## src/rtl/mgmt_bus_pkg.sv

```systemverilog
package mgmt_bus_pkg;
  localparam int CMD_W    = 32;
  localparam int DATA_W   = 16;
  localparam int GO_BIT   = 31;
  localparam int RD_BIT   = 30;
  localparam int ADDR_LSB = 16;
  localparam int ADDR_MAX = 14;

  typedef struct packed {
    logic                busy;
    logic                is_read;
    logic [ADDR_MAX-1:0] addr;
    logic [DATA_W-1:0]   data;
  } cmd_word_t;
endpackage

```

## src/rtl/mgmt_clk_gen.sv

```systemverilog
module mgmt_clk_gen #(
  parameter int HALF_CYC = 1250
) (
  input  logic clk,
  input  logic rst,
  input  logic run,
  output logic rise_tick,
  output logic fall_tick
);
  localparam int PERIOD = 2 * HALF_CYC;
  localparam int PH_W   = (PERIOD > 2) ? $clog2(PERIOD) : 1;
  localparam logic [PH_W-1:0] RISE_AT = PH_W'(HALF_CYC - 1);
  localparam logic [PH_W-1:0] FALL_AT = PH_W'(PERIOD - 1);

  logic [PH_W-1:0] ph;

  always_ff @(posedge clk) begin
    if (rst || !run) begin
      ph <= '0;
    end else if (ph == FALL_AT) begin
      ph <= '0;
    end else begin
      ph <= ph + 1'b1;
    end
  end

  assign rise_tick = run && (ph == RISE_AT);
  assign fall_tick = run && (ph == FALL_AT);
endmodule

```

## src/rtl/mgmt_cmd_reg.sv

```systemverilog
module mgmt_cmd_reg
  import mgmt_bus_pkg::*;
#(
  parameter int ADDR_W = 10
) (
  input  logic              clk,
  input  logic              rst,
  input  logic              cmd_we,
  input  logic [CMD_W-1:0]  cmd_wdata,
  input  logic              seq_done,
  input  logic [DATA_W-1:0] seq_rdata,
  output logic              start,
  output logic              is_read,
  output logic [ADDR_W-1:0] addr,
  output logic [DATA_W-1:0] data,
  output logic [CMD_W-1:0]  cmd_rdata
);
  logic      busy;
  cmd_word_t word;

  always_ff @(posedge clk) begin
    if (rst) begin
      busy    <= 1'b0;
      start   <= 1'b0;
      is_read <= 1'b0;
      addr    <= '0;
      data    <= '0;
    end else begin
      start <= 1'b0;
      if (cmd_we && !busy) begin
        is_read <= cmd_wdata[RD_BIT];
        addr    <= cmd_wdata[ADDR_LSB +: ADDR_W];
        data    <= cmd_wdata[DATA_W-1:0];
        if (cmd_wdata[GO_BIT]) begin
          busy  <= 1'b1;
          start <= 1'b1;
        end
      end else if (seq_done) begin
        busy <= 1'b0;
        if (is_read) data <= seq_rdata;
      end
    end
  end

  always_comb begin
    word.busy    = busy;
    word.is_read = is_read;
    word.addr    = ADDR_MAX'(addr);
    word.data    = data;
    cmd_rdata    = word;
  end
endmodule

```

## src/rtl/mgmt_frame_seq.sv

```systemverilog
module mgmt_frame_seq
  import mgmt_bus_pkg::*;
#(
  parameter int ADDR_W    = 10,
  parameter int PRE_LEN   = 32,
  parameter int RX_W      = 32,
  parameter int DUMMY_LEN = 4
) (
  input  logic              clk,
  input  logic              rst,
  input  logic              start,
  input  logic              is_read,
  input  logic [ADDR_W-1:0] addr,
  input  logic [DATA_W-1:0] wdata,
  input  logic              rise_tick,
  input  logic              fall_tick,
  input  logic              mdio_i,
  output logic              run,
  output logic              mdc_o,
  output logic              mdio_o,
  output logic              mdio_oe,
  output logic              done,
  output logic [DATA_W-1:0] rdata
);
  localparam int HDR_LEN = PRE_LEN + 2 + 2 + ADDR_W + 2;
  localparam int SR_W    = HDR_LEN + RX_W + DUMMY_LEN;
  localparam int WR_LEN  = HDR_LEN + DATA_W + DUMMY_LEN;
  localparam int CNT_W   = $clog2(SR_W + 1);
  localparam logic [CNT_W-1:0] RD_LAST = CNT_W'(SR_W - 1);
  localparam logic [CNT_W-1:0] WR_LAST = CNT_W'(WR_LEN - 1);
  localparam logic [CNT_W-1:0] WIN_LO  = CNT_W'(HDR_LEN);
  localparam logic [CNT_W-1:0] WIN_HI  = CNT_W'(HDR_LEN + RX_W);

  logic [HDR_LEN-1:0] hdr;
  logic [SR_W-1:0]    load_vec;
  logic [WR_LEN-1:0]  wr_vec;
  logic [SR_W-1:0]    sr;
  logic [RX_W-1:0]    rx;
  logic [CNT_W-1:0]   idx;
  logic [CNT_W-1:0]   idx_nx;
  logic               rd_mode;
  logic               last_bit;

  always_comb begin
    hdr    = {{PRE_LEN{1'b1}}, 2'b01, (is_read ? 2'b10 : 2'b01), addr, 2'b11};
    wr_vec = {hdr, wdata, {DUMMY_LEN{1'b0}}};
    if (is_read) load_vec = {hdr, {RX_W{1'b1}}, {DUMMY_LEN{1'b0}}};
    else         load_vec = SR_W'(wr_vec) << (SR_W - WR_LEN);
  end

  function automatic logic in_win(input logic [CNT_W-1:0] n);
    return (n >= WIN_LO) && (n < WIN_HI);
  endfunction

  assign idx_nx   = idx + 1'b1;
  assign last_bit = rd_mode ? (idx == RD_LAST) : (idx == WR_LAST);

  always_ff @(posedge clk) begin
    if (rst) begin
      run     <= 1'b0;
      mdc_o   <= 1'b0;
      mdio_o  <= 1'b1;
      mdio_oe <= 1'b1;
      done    <= 1'b0;
      idx     <= '0;
      sr      <= '0;
      rx      <= '0;
      rd_mode <= 1'b0;
      rdata   <= '0;
    end else begin
      done <= 1'b0;
      if (!run) begin
        if (start) begin
          run     <= 1'b1;
          sr      <= load_vec;
          mdio_o  <= load_vec[SR_W-1];
          mdio_oe <= 1'b1;
          idx     <= '0;
          rd_mode <= is_read;
        end
      end else begin
        if (rise_tick) begin
          mdc_o <= 1'b1;
          if (rd_mode && in_win(idx)) rx <= {rx[RX_W-2:0], mdio_i};
        end
        if (fall_tick) begin
          mdc_o <= 1'b0;
          if (last_bit) begin
            run     <= 1'b0;
            done    <= 1'b1;
            mdio_o  <= 1'b0;
            mdio_oe <= 1'b1;
            if (rd_mode) rdata <= rx[RX_W-1 -: DATA_W];
          end else begin
            idx     <= idx_nx;
            sr      <= sr << 1;
            mdio_o  <= sr[SR_W-2];
            mdio_oe <= !(rd_mode && in_win(idx_nx));
          end
        end
      end
    end
  end
endmodule

```

## src/rtl/mgmt_bus_master.sv

```systemverilog
module mgmt_bus_master
  import mgmt_bus_pkg::*;
#(
  parameter int HALF_CYC  = 1250,
  parameter int ADDR_W    = 10,
  parameter int PRE_LEN   = 32,
  parameter int RX_W      = 32,
  parameter int DUMMY_LEN = 4
) (
  input  logic        clk,
  input  logic        rst,
  input  logic        cmd_we,
  input  logic [31:0] cmd_wdata,
  output logic [31:0] cmd_rdata,
  output logic        mdc_o,
  output logic        mdio_o,
  output logic        mdio_oe,
  input  logic        mdio_i
);
  logic              start;
  logic              is_read;
  logic [ADDR_W-1:0] addr;
  logic [DATA_W-1:0] wdata;
  logic [DATA_W-1:0] seq_rdata;
  logic              seq_done;
  logic              run;
  logic              rise_tick;
  logic              fall_tick;

  mgmt_cmd_reg #(.ADDR_W(ADDR_W)) u_cmd (
    .clk       (clk),
    .rst       (rst),
    .cmd_we    (cmd_we),
    .cmd_wdata (cmd_wdata),
    .seq_done  (seq_done),
    .seq_rdata (seq_rdata),
    .start     (start),
    .is_read   (is_read),
    .addr      (addr),
    .data      (wdata),
    .cmd_rdata (cmd_rdata)
  );

  mgmt_clk_gen #(.HALF_CYC(HALF_CYC)) u_div (
    .clk       (clk),
    .rst       (rst),
    .run       (run),
    .rise_tick (rise_tick),
    .fall_tick (fall_tick)
  );

  mgmt_frame_seq #(
    .ADDR_W    (ADDR_W),
    .PRE_LEN   (PRE_LEN),
    .RX_W      (RX_W),
    .DUMMY_LEN (DUMMY_LEN)
  ) u_seq (
    .clk       (clk),
    .rst       (rst),
    .start     (start),
    .is_read   (is_read),
    .addr      (addr),
    .wdata     (wdata),
    .rise_tick (rise_tick),
    .fall_tick (fall_tick),
    .mdio_i    (mdio_i),
    .run       (run),
    .mdc_o     (mdc_o),
    .mdio_o    (mdio_o),
    .mdio_oe   (mdio_oe),
    .done      (seq_done),
    .rdata     (seq_rdata)
  );
endmodule

```

## config.mk

```make
export PLATFORM = sky130hd
export DESIGN_NAME = mgmt_bus_master
export DESIGN_NICKNAME = d
export VERILOG_FILES = /design/src/rtl/mgmt_bus_pkg.sv /design/src/rtl/mgmt_clk_gen.sv /design/src/rtl/mgmt_cmd_reg.sv /design/src/rtl/mgmt_frame_seq.sv /design/src/rtl/mgmt_bus_master.sv
export SDC_FILE = /design/constraint.sdc
export NUM_CORES = 1
export LEC_CHECK = 0
export BUFFER_PORTS_ARGS = -buffer_cell sky130_fd_sc_hd__buf_2
export CAP_MARGIN = 20
export CORE_ASPECT_RATIO = 1.25
export CORE_MARGIN = 4
export CORE_UTILIZATION = 60
export CTS_BUF_LIST = sky130_fd_sc_hd__clkbuf_8
export DETAILED_ROUTE_END_ITERATION = 10
export PLACE_DENSITY = 0.79
export SKIP_LAST_GASP = 1
export SYNTH_ARGS = -nofsm -noshare
export SYNTH_HDL_FRONTEND = slang
export SYNTH_SLANG_ARGS = --single-unit
```

## constraint.sdc

```tcl
create_clock -name clk -period 3.1 [get_ports clk]
set_input_delay 0.31 -clock clk [delete_from_list [all_inputs] [get_ports clk]]
set_output_delay 0.31 -clock clk [all_outputs]
set_load 0.02 [all_outputs]
```

[After elaboration in Yosys (flattened, before gate mapping)]
Cells that the tools add are included.
Storage, ports and cells
  register bits: 185
  latch bits: 0
  RAM bits: 0
  bits in read-only memories: 0
  bits of input ports: 36
  output and inout port bits: 35
  logic and storage cells: 91
  memories kept: 0
Cells by class
  $add $sub $neg: 2
  $mul: 0
  div/mod/pow operators: 0
  order comparisons: 4
  eq/ne operators: 7
  shifts and indexed selects: 0
  mux-type cells: 33
  bitwise gates (word level): 3
  reductions and logical operators: 26
Operators by type and width (number)
  $mux 83: 4
  $mux 16: 3
  $mux 36: 1
  $mux 7: 4
  $mux 1: 20
  $eq 7x7->1 const B: 2
  $ge 7x6->1 const B: 2
  $lt 7x7->1 const B: 2
  $add 12x1->12 const B: 1
  $eq 12x11->1 const B: 1
  $eq 12x12->1 const B: 1
  $reduce_and 2->1: 5
  $reduce_bool 2->1: 4
  $add 7x1->7 const B: 1
  $logic_and 1x1->1: 7
  $ne 2x2->1 const B: 3
  $reduce_and 3->1: 2
  $reduce_and 4->1: 1
  $reduce_or 2->1: 2
  $logic_not 1->1: 3
  $not 1->1: 3
  $reduce_or 3->1: 1
  $mux 2: 1
  $logic_or 1x1->1: 1

[Longest topological paths before layout]
Gate-level depths: netlist of run 1.
  depth in word-level cells: 8
  depth in mapped cells: 9
  mapped depth without buffers: 7

[By module]
A second synthesis of run 1 with hierarchy kept.
Unflattened totals
  cell total of the unflattened synthesis: 897
  area total of the unflattened synthesis: 7663.6 µm²
By module, submodules not included
  mgmt_frame_seq: instances 1, cells an instance 648, area each 5556.6 µm², sequential area each 2802.7 µm²
  mgmt_cmd_reg: instances 1, cells an instance 182, area each 1512.7 µm², sequential area each 580.6 µm²
  mgmt_clk_gen: instances 1, cells an instance 67, area each 594.3 µm², sequential area each 240.2 µm²

[Worst setup path before layout of run 1]
Ideal clock, no wire load.
  path kind: register to register
  start: register u_div.ph[2]
  end: register u_seq.rdata[6]
  setup time: 0.128 ns
  arrival: 2.293 ns
  data required time: 2.972 ns
  path slack: 0.679 ns
  cell stages (with the launch flop): 7
  buffers on the path: 1
  clock period less this slack: 2.421 ns
  cell sequence: dfxtp_1 -> or4_4 -> or4_4 -> nor4_4 -> buf_6 -> mux2i_1 -> nor2_1
Between the ends
  cells in the longest elaborated chain, start to end: 3
Ends and longest elaborated chain
  start, declared: line mgmt_clk_gen.sv:15  | logic [PH_W-1:0] ph;
  start signal, assigned: line mgmt_clk_gen.sv:23  | ph <= ph + 1'b1;
  $eq 12x12->1: line mgmt_clk_gen.sv:28  | assign fall_tick = run && (ph == FALL_AT);
  $logic_and 1x1->1: line mgmt_clk_gen.sv:28
  $reduce_and 4->1 (no line)
  end signal, assigned: line mgmt_frame_seq.sv:93  | if (rd_mode) rdata <= rx[RX_W-1 -: DATA_W];
  end, declared: line mgmt_frame_seq.sv:23  | output logic [DATA_W-1:0] rdata
Every way passes these cells.
A chain may end at the register's enable or synchronous reset.

[Final worst setup path of run 1]
  start: register u_div.ph[2]
  end: register u_seq.rx[13]
Between the ends
  cells in the longest elaborated chain, start to end: 3
Ends and longest elaborated chain
  $eq 12x11->1: line mgmt_clk_gen.sv:27  | assign rise_tick = run && (ph == RISE_AT);
  $logic_and 1x1->1: line mgmt_clk_gen.sv:27
  $reduce_and 3->1 (no line)
  end signal, assigned: line mgmt_frame_seq.sv:84  | if (rd_mode && in_win(idx)) rx <= {rx[RX_W-2:0], mdio_i};
  end, declared: line mgmt_frame_seq.sv:38  | logic [RX_W-1:0] rx;
Every way passes these cells.

==> qor.csv, run 1 <==
stage;metric;value;unit
synthesis;Synth Cell Area;7240;um^2
grt;total grt overflow;0;
final_layout;Filler Cells Inserted;953;
clock_network;CTS tree;yes;
timing;Final Hold Viols;0;
synthesis;library cells used by synthesis;47;
synthesis;Ys Warns;0;
clock_network;Worst-path clk slew;0.10;ns
synthesis;#FFs+latches synth;181;
synthesis;Post-Syn Instances;836;
detailed_routing;final wirelength;15400;um
final_layout;nets@finish;902;
worst_setup_path;Worst Path Max Fanout;20;
clock_network;setup bufs post-CTS;0;
final_layout;share of cells above drive strength 1;13.6;%
timing;Final setup viols;0;
timing;Clock Skews;0.0143;ns
grt;vias in the first global route;5692;
synthesis;post-synth top area share;50.0;%
grt;first-pass GRT wire length;25600;um
clock_network;htree depth;4;
detailed_routing;1st-pass router iterations;4;
clock_network;post-CTS resize count;0;
grt;initial antenna violation count;0;
worst_setup_path;Required @ worst endpoint;3.43;ns
timing;min cycle time layout;2.58;ns
timing;relative slew slack;28.2;%
placed_design;DP HPWL;10100;um
worst_setup_path;CP peak stage delay;0.60;ns
synthesis;largest area contributor in the synthesized netlist;dfxtp_1;
timing;Setup TNS;0;ns
detailed_routing;Final ANT Viol Nets;0;
power_and_ir_drop;Overall Power;4.34;mW
detailed_routing;wire length per cell;14.8;um
synthesis;synth top area cells;dfxtp_1 (50%), mux2i_1 (8.2%), nor2_1 (7.2%);
timing;fin. max-slew vios;0;
synthesis;EDFF count, synth;0;
floorplanning;initial core utilization;61.8;%
synthesis;asr flop ratio synth;0;%
power_and_ir_drop;Peak VDD IR;0.291;mV
job;Max Cap Viol;0;
worst_setup_path;CP Launch Type;register;
floorplanning;CORE AREA;11700;um^2
floorplanning;Die Y;131;um
synthesis;syn_area_per_cell;8.66;um^2
detailed_routing;drt initial violations;511;
detailed_routing;DR vias;5980;
worst_setup_path;critical path's slowest cell;or4_4;
worst_setup_path;WP data arrival;2.91;ns
clock_network;Post-CTS Hold Fix Bufs;0;
floorplanning;die span in x;106;um
clock_network;CTS Buf Count;17;
worst_setup_path;Critical Path End Type;register;
synthesis;Top FF cell, synth;dfxtp_1;
detailed_routing;Remaining DRCs;0;
final_layout;# diodes;0;
outcome;status;finished, final reports clean;
worst_setup_path;worst setup path class;reg -> reg;
grt;pin count of the biggest net entering global routing;66;
timing;Hold Worst Slack;0.0726;ns
placed_design;RD Place Congestion;0.872;
synthesis;register area share after synthesis;50.0;%
clock_network;clk_lat worst skew;0.46;ns
floorplanning;die area;13900;um^2
floorplanning;row count;44;
clock_network;Clock Root Buffer;clkbuf_8;
clock_network;CTS Buffer Depth;2;
floorplanning;IO Pins;71;
timing;Slew @ Worst Pin;1.07;ns
hold_path;hold crit path type;in -> reg;
timing;fin crit share;83.3;%
power_and_ir_drop;PD cells;542;nW/um^2
clock_network;clk sinks;181;
placed_design;buffers added on ports;62;
detailed_routing;Vias/cell;5.77;
final_layout;Layout area overhead;10.4;%
worst_setup_path;worst-path cell chain;or4_4 -> nor4_1 -> and3_2 -> buf_12 -> mux2i_1 -> nor2_1;
power_and_ir_drop;P_leak;2.90;nW
grt;total track usage;22.3;%
timing;RSZ-0062 raised after global routing;no;
timing;max frequency;0.387;GHz
critical path: cells and delay by family, from the launching register on:
family        cells  cell delay, ns
mux               1            0.21
buf+inv           1            0.24
flops             1            0.36
simple gates      4            1.64
layer usage:
metal  share of wire (%)  routed length (um)  GRT usage, %  up-vias
li1                    -                   -             -     2948
met1                  44                6830          27.2     2820
met2                  49                7510          38.0      172
met3                 4.1                 631          4.52       40
met4                 2.7                 413          10.8        0
met5                   0                   0             0        -
flip-flops by register name, indices dropped and copies added, names as in the netlist:
name / flops
u_cmd.busy: 1
u_cmd.data: 16
u_seq.mdio_oe: 1
u_cmd.addr: 10
u_div.ph: 12
u_seq.rx: 32
u_seq.rdata: 16
u_seq.done: 1
u_seq.idx: 7
u_seq.mdio_o: 1
u_cmd.is_read: 1
u_seq.sr: 79
u_seq.run: 1
u_seq.rd_mode: 1
u_seq.mdc_o: 1
u_cmd.start: 1
layout by cell type (no fill, tap or decap), drive strengths merged, types with 2 or more instances in the layout:
cell	n
a211oi	23
a21oi	39
a311oi	17
a31oi	7
and3	5
buf	77
clkbuf	19
clkinv	4
conb	4
dfxtp	181
ha	3
inv	10
mux2i	59
nand2	96
nand2b	4
nand3	15
nand3b	4
nand4	3
nand4b	2
nor2	138
nor2b	4
nor3	82
nor4	8
o211ai	16
o21ai	6
or3	20
or4	4
xnor2	4
xor2	8
area by class of cell:
class	count	area [um^2]	area share [%]
Sequential cell	181	3620	45.3
Clock inverter	12	120	1.50
Tap cell	161	201	2.52
Clock buffer	19	262	3.27
Inverter	4	15.0	0.188
Timing Repair Buffer	77	450	5.63
Multi-Input combinational cell	582	3330	41.6
power breakdown:
| part | leakage (nW) | total (mW) | switching [mW] | internal (mW) |
|---|---|---|---|---|
| clock network | 0.195 | 1.53 | 0.839 | 0.688 |
| registers | 1.47 | 2.46 | 0.0555 | 2.40 |
| logic | 1.24 | 0.355 | 0.225 | 0.130 |
kinds of logic (layout without fill, tap and decap cells):
logic type	Yosys count	in the layout	synth area share, %
mux	59	59	8.15
fa+ha+maj	3	3	0.518
other cells	1	4	0.0518
simple gates	389	389	24.7
xor+xnor	12	12	1.45
flops	181	181	50.0
compound gates	115	115	10.6
buf+inv	76	112	4.53
per-stage QoR:
| step | std cells | cell area [um^2] | util (%) | setup WS, ns |
|---|---|---|---|---|
| final | 1036 | 8000 | 68.2 | 0.518 |
| after global routing | 1036 | 8000 | 68.2 | 0.329 |
| after CTS | 1036 | 8000 | 68.2 | 0.521 |
| after detailed placement | 1005 | 7620 | 65.0 | 0.549 |
| after global placement | 1005 | 7620 | 65.0 | 0.608 |
| after floorplan | 839 | 7250 | - | 0.679 |
cells in the mapped netlist, types with 5 or more instances:
master	instances
clkbuf_1	48
a21oi_1	39
a31oi_1	7
buf_4	6
or3_1	20
mux2i_1	59
nor2_1	138
a211oi_1	23
nand2_1	96
a311oi_1	17
nor4_1	5
and3_1	5
o21ai_0	5
o211ai_1	16
buf_2	10
xor2_1	8
nand3_1	15
nor3_1	81
buf_1	7
dfxtp_1	181
worst paths after layout:
check,start,endpoint,slack (ns),depth (start not counted)
setup reg to reg,u_div.ph[2],u_seq.rx[13],0.52,6
hold reg to reg,u_seq.sr[82],u_seq.mdio_o,0.46,2
hold / removal,cmd_wdata[25],u_cmd.addr[9],0.07,3
setup / recovery,u_div.ph[2],u_seq.rx[13],0.52,6
(Power assumes the default switching activity.)
==> inputs of run 2 (changes only) <==
--- a/config.mk
+++ b/config.mk
@@ -9,10 +9,10 @@
 export CAP_MARGIN = 20
 export CORE_ASPECT_RATIO = 1.25
 export CORE_MARGIN = 4
-export CORE_UTILIZATION = 60
+export CORE_UTILIZATION = 55
 export CTS_BUF_LIST = sky130_fd_sc_hd__clkbuf_8
 export DETAILED_ROUTE_END_ITERATION = 10
-export PLACE_DENSITY = 0.79
+export PLACE_DENSITY = 0.76
 export SKIP_LAST_GASP = 1
 export SYNTH_ARGS = -nofsm -noshare
 export SYNTH_HDL_FRONTEND = slang
==> constraint.sdc (replaced) <==
create_clock -name clk -period 2.1 [get_ports clk]
set_input_delay 0.21 -clock clk [delete_from_list [all_inputs] [get_ports clk]]
set_output_delay 0.21 -clock clk [all_outputs]
set_load 0.02 [all_outputs]
==> run 2 against run 1 <==
Against the previous run: the run now ends with negative setup slack left; combinational power is 81% higher; core utilization is 2.1 points higher; sequential power is 47% higher; die area is 8.5% higher; first-iteration DRC count is 7.6% higher; worst setup slack worse by 0.67 ns; largest cell class unchanged; highest routed layer unchanged.
==> qor.csv, run 2 (same netlist as run 1, synthesis figures left out) <==
stage;metric;value;unit
outcome;status;finished, violations left;
outcome;failing checks;negative setup slack;
grt;first-pass GRT wire length;29000;um
worst_setup_path;CP peak stage delay;0.57;ns
worst_setup_path;Reg-to-Reg Start;u_div.ph[2];
final_layout;Layout area overhead;24.0;%
clock_network;htree depth;4;
timing;fin. max-slew vios;0;
final_layout;Largest regs;u_seq.sr (79), u_seq.rx (32);
timing;min cycle time layout;2.25;ns
floorplanning;initial core utilization;56.7;%
grt;total grt overflow;0;
worst_setup_path;Critical Path End Type;register;
worst_setup_path;Worst Path Max Fanout;8;
final_layout;nets@finish;968;
power_and_ir_drop;P_leak;3.36;nW
final_layout;area occupied by multi-input gates;3490;um^2
grt;vias in the first global route;6082;
clock_network;CTS tree;yes;
timing;Final setup viols;118;
power_and_ir_drop;Peak VDD IR;0.655;mV
floorplanning;Die Y;136;um
timing;Slew @ Worst Pin;0.867;ns
floorplanning;die area;15100;um^2
clock_network;CTS Buffer Depth;2;
timing;Final Hold Viols;0;
detailed_routing;final wirelength;17700;um
detailed_routing;Vias/cell;5.69;
timing;RSZ-0062 raised after global routing;yes;
detailed_routing;1st-pass router iterations;5;
detailed_routing;drt initial violations;550;
job;Max Cap Viol;0;
grt;pin count of the biggest net entering global routing;73;
worst_setup_path;CP Launch Type;register;
detailed_routing;DR vias;6320;
placed_design;buffers added on ports;62;
power_and_ir_drop;PD cells;773;nW/um^2
clock_network;CTS Buf Count;17;
power_and_ir_drop;Overall Power;6.94;mW
worst_setup_path;CP most frequent cell;or4_4;
timing;Setup TNS;-6.21;ns
grt;initial antenna violation count;0;
hold_path;hold crit path type;in -> reg;
detailed_routing;wire length per cell;15.9;um
worst_setup_path;Required @ worst endpoint;2.43;ns
final_layout;Filler Cells Inserted;934;
timing;Clock Skews;0.0108;ns
clock_network;clk sinks;181;
timing;max frequency;0.444;GHz
final_layout;# diodes;0;
timing;Final Worst Setup Slack;-0.152;ns
final_layout;share of cells above drive strength 1;20.7;%
clock_network;Clock Root Buffer;clkbuf_8;
floorplanning;row count;46;
final_layout;most flop-heavy register;u_seq.sr;
final_layout;commonest non-fill, non-tap cells in the layout;dfxtp_1 (179), nor2_1 (133), nand2_1 (93), nor3_1 (78), buf_2 (61);
detailed_routing;Remaining DRCs;0;
floorplanning;die span in x;111;um
detailed_routing;Final ANT Viol Nets;0;
worst_setup_path;Setup crit start;u_div.ph[2];
placed_design;RD Place Congestion;0.851;
clock_network;Worst-path clk slew;0.09;ns
timing;fin crit share;107;%
final_layout;max reg flops;79;
worst_setup_path;worst setup path class;reg -> reg;
grt;total track usage;23.0;%
hold_path;hold path startpoint;cmd_wdata[5];
final_layout;register area;3630;um^2
worst_setup_path;WP data arrival;2.58;ns
worst_setup_path;worst-path cell chain;or4_4 -> or4_4 -> nor4_4 -> buf_6 -> buf_16 -> mux2i_1 -> nor2_1;
placed_design;DP HPWL;10400;um
worst_setup_path;R2R setup slack;-0.15;ns
worst_setup_path;critical path's slowest cell;or4_4;
floorplanning;IO Pins;71;
floorplanning;CORE AREA;12800;um^2
final_layout;most common cell after layout, fill and taps aside;dfxtp_1;
timing;relative slew slack;42.1;%
clock_network;clk_lat worst skew;0.46;ns
[run 2: cell type report]
cell class,instances,area share [%]
Clock buffer,20,3.07
Clock inverter,12,2.12
Inverter,4,0.167
Multi-Input combinational cell,582,38.9
Sequential cell,181,40.4
Tap cell,168,2.34
Timing Repair Buffer,143,13.0
[run 2: worst paths after layout]
| kind | end | cells past startpoint |
|---|---|---|
| setup / recovery | u_seq.rdata[14] | 7 |
| hold / removal | u_cmd.data[5] | 3 |
| setup reg to reg | u_seq.rdata[14] | 7 |
| hold reg to reg | u_seq.mdio_o | 2 |
[run 2: layer usage]
metal  vias to the layer above  track usage [%]  routed length (um)
met4                         0             8.83                 391
met1                      3040             27.7                7500
li1                       3093                -                   -
met3                        35             4.63                 654
met2                       152             40.6                9150
met5                         -                0                   0
[run 2: report_power, final]
part	internal [mW]	switching, mW
clock	1.42	1.26
sequential	3.54	0.0810
combinational	0.259	0.383
total	5.22	1.72
[run 2: timing repair]
action                     CTS  global route
hold endpoints to repair    21             0
pin swaps                   14            22
setup endpoints to repair  130           146
cloned                       3             1
resized for setup           24            21
setup buffers                6             9
hold buffers                21             0
[run 2: worst max-delay path: cells and delay by family (launching register included)]
| kind | cells | cell delay, ns |
|---|---|---|
| AND/OR/NAND/NOR | 4 | 1.26 |
| flip-flops | 1 | 0.33 |
| multiplexers | 1 | 0.21 |
| buffers and inverters | 2 | 0.32 |
[run 2: per-stage QoR]
step	hold WS, ns	cells	util [%]	worst slack [ns]	instance area, um^2
floorplan	0.346	839	-	-0.271	7280
global placement	0.439	1041	61.9	-0.139	7910
detailed placement	0.441	1041	61.9	-0.218	7910
CTS	0.000340	1103	69.1	-0.109	8830
global route	0.00368	1110	70.3	-0.208	8980
finish	0.0176	1110	70.3	-0.152	8980
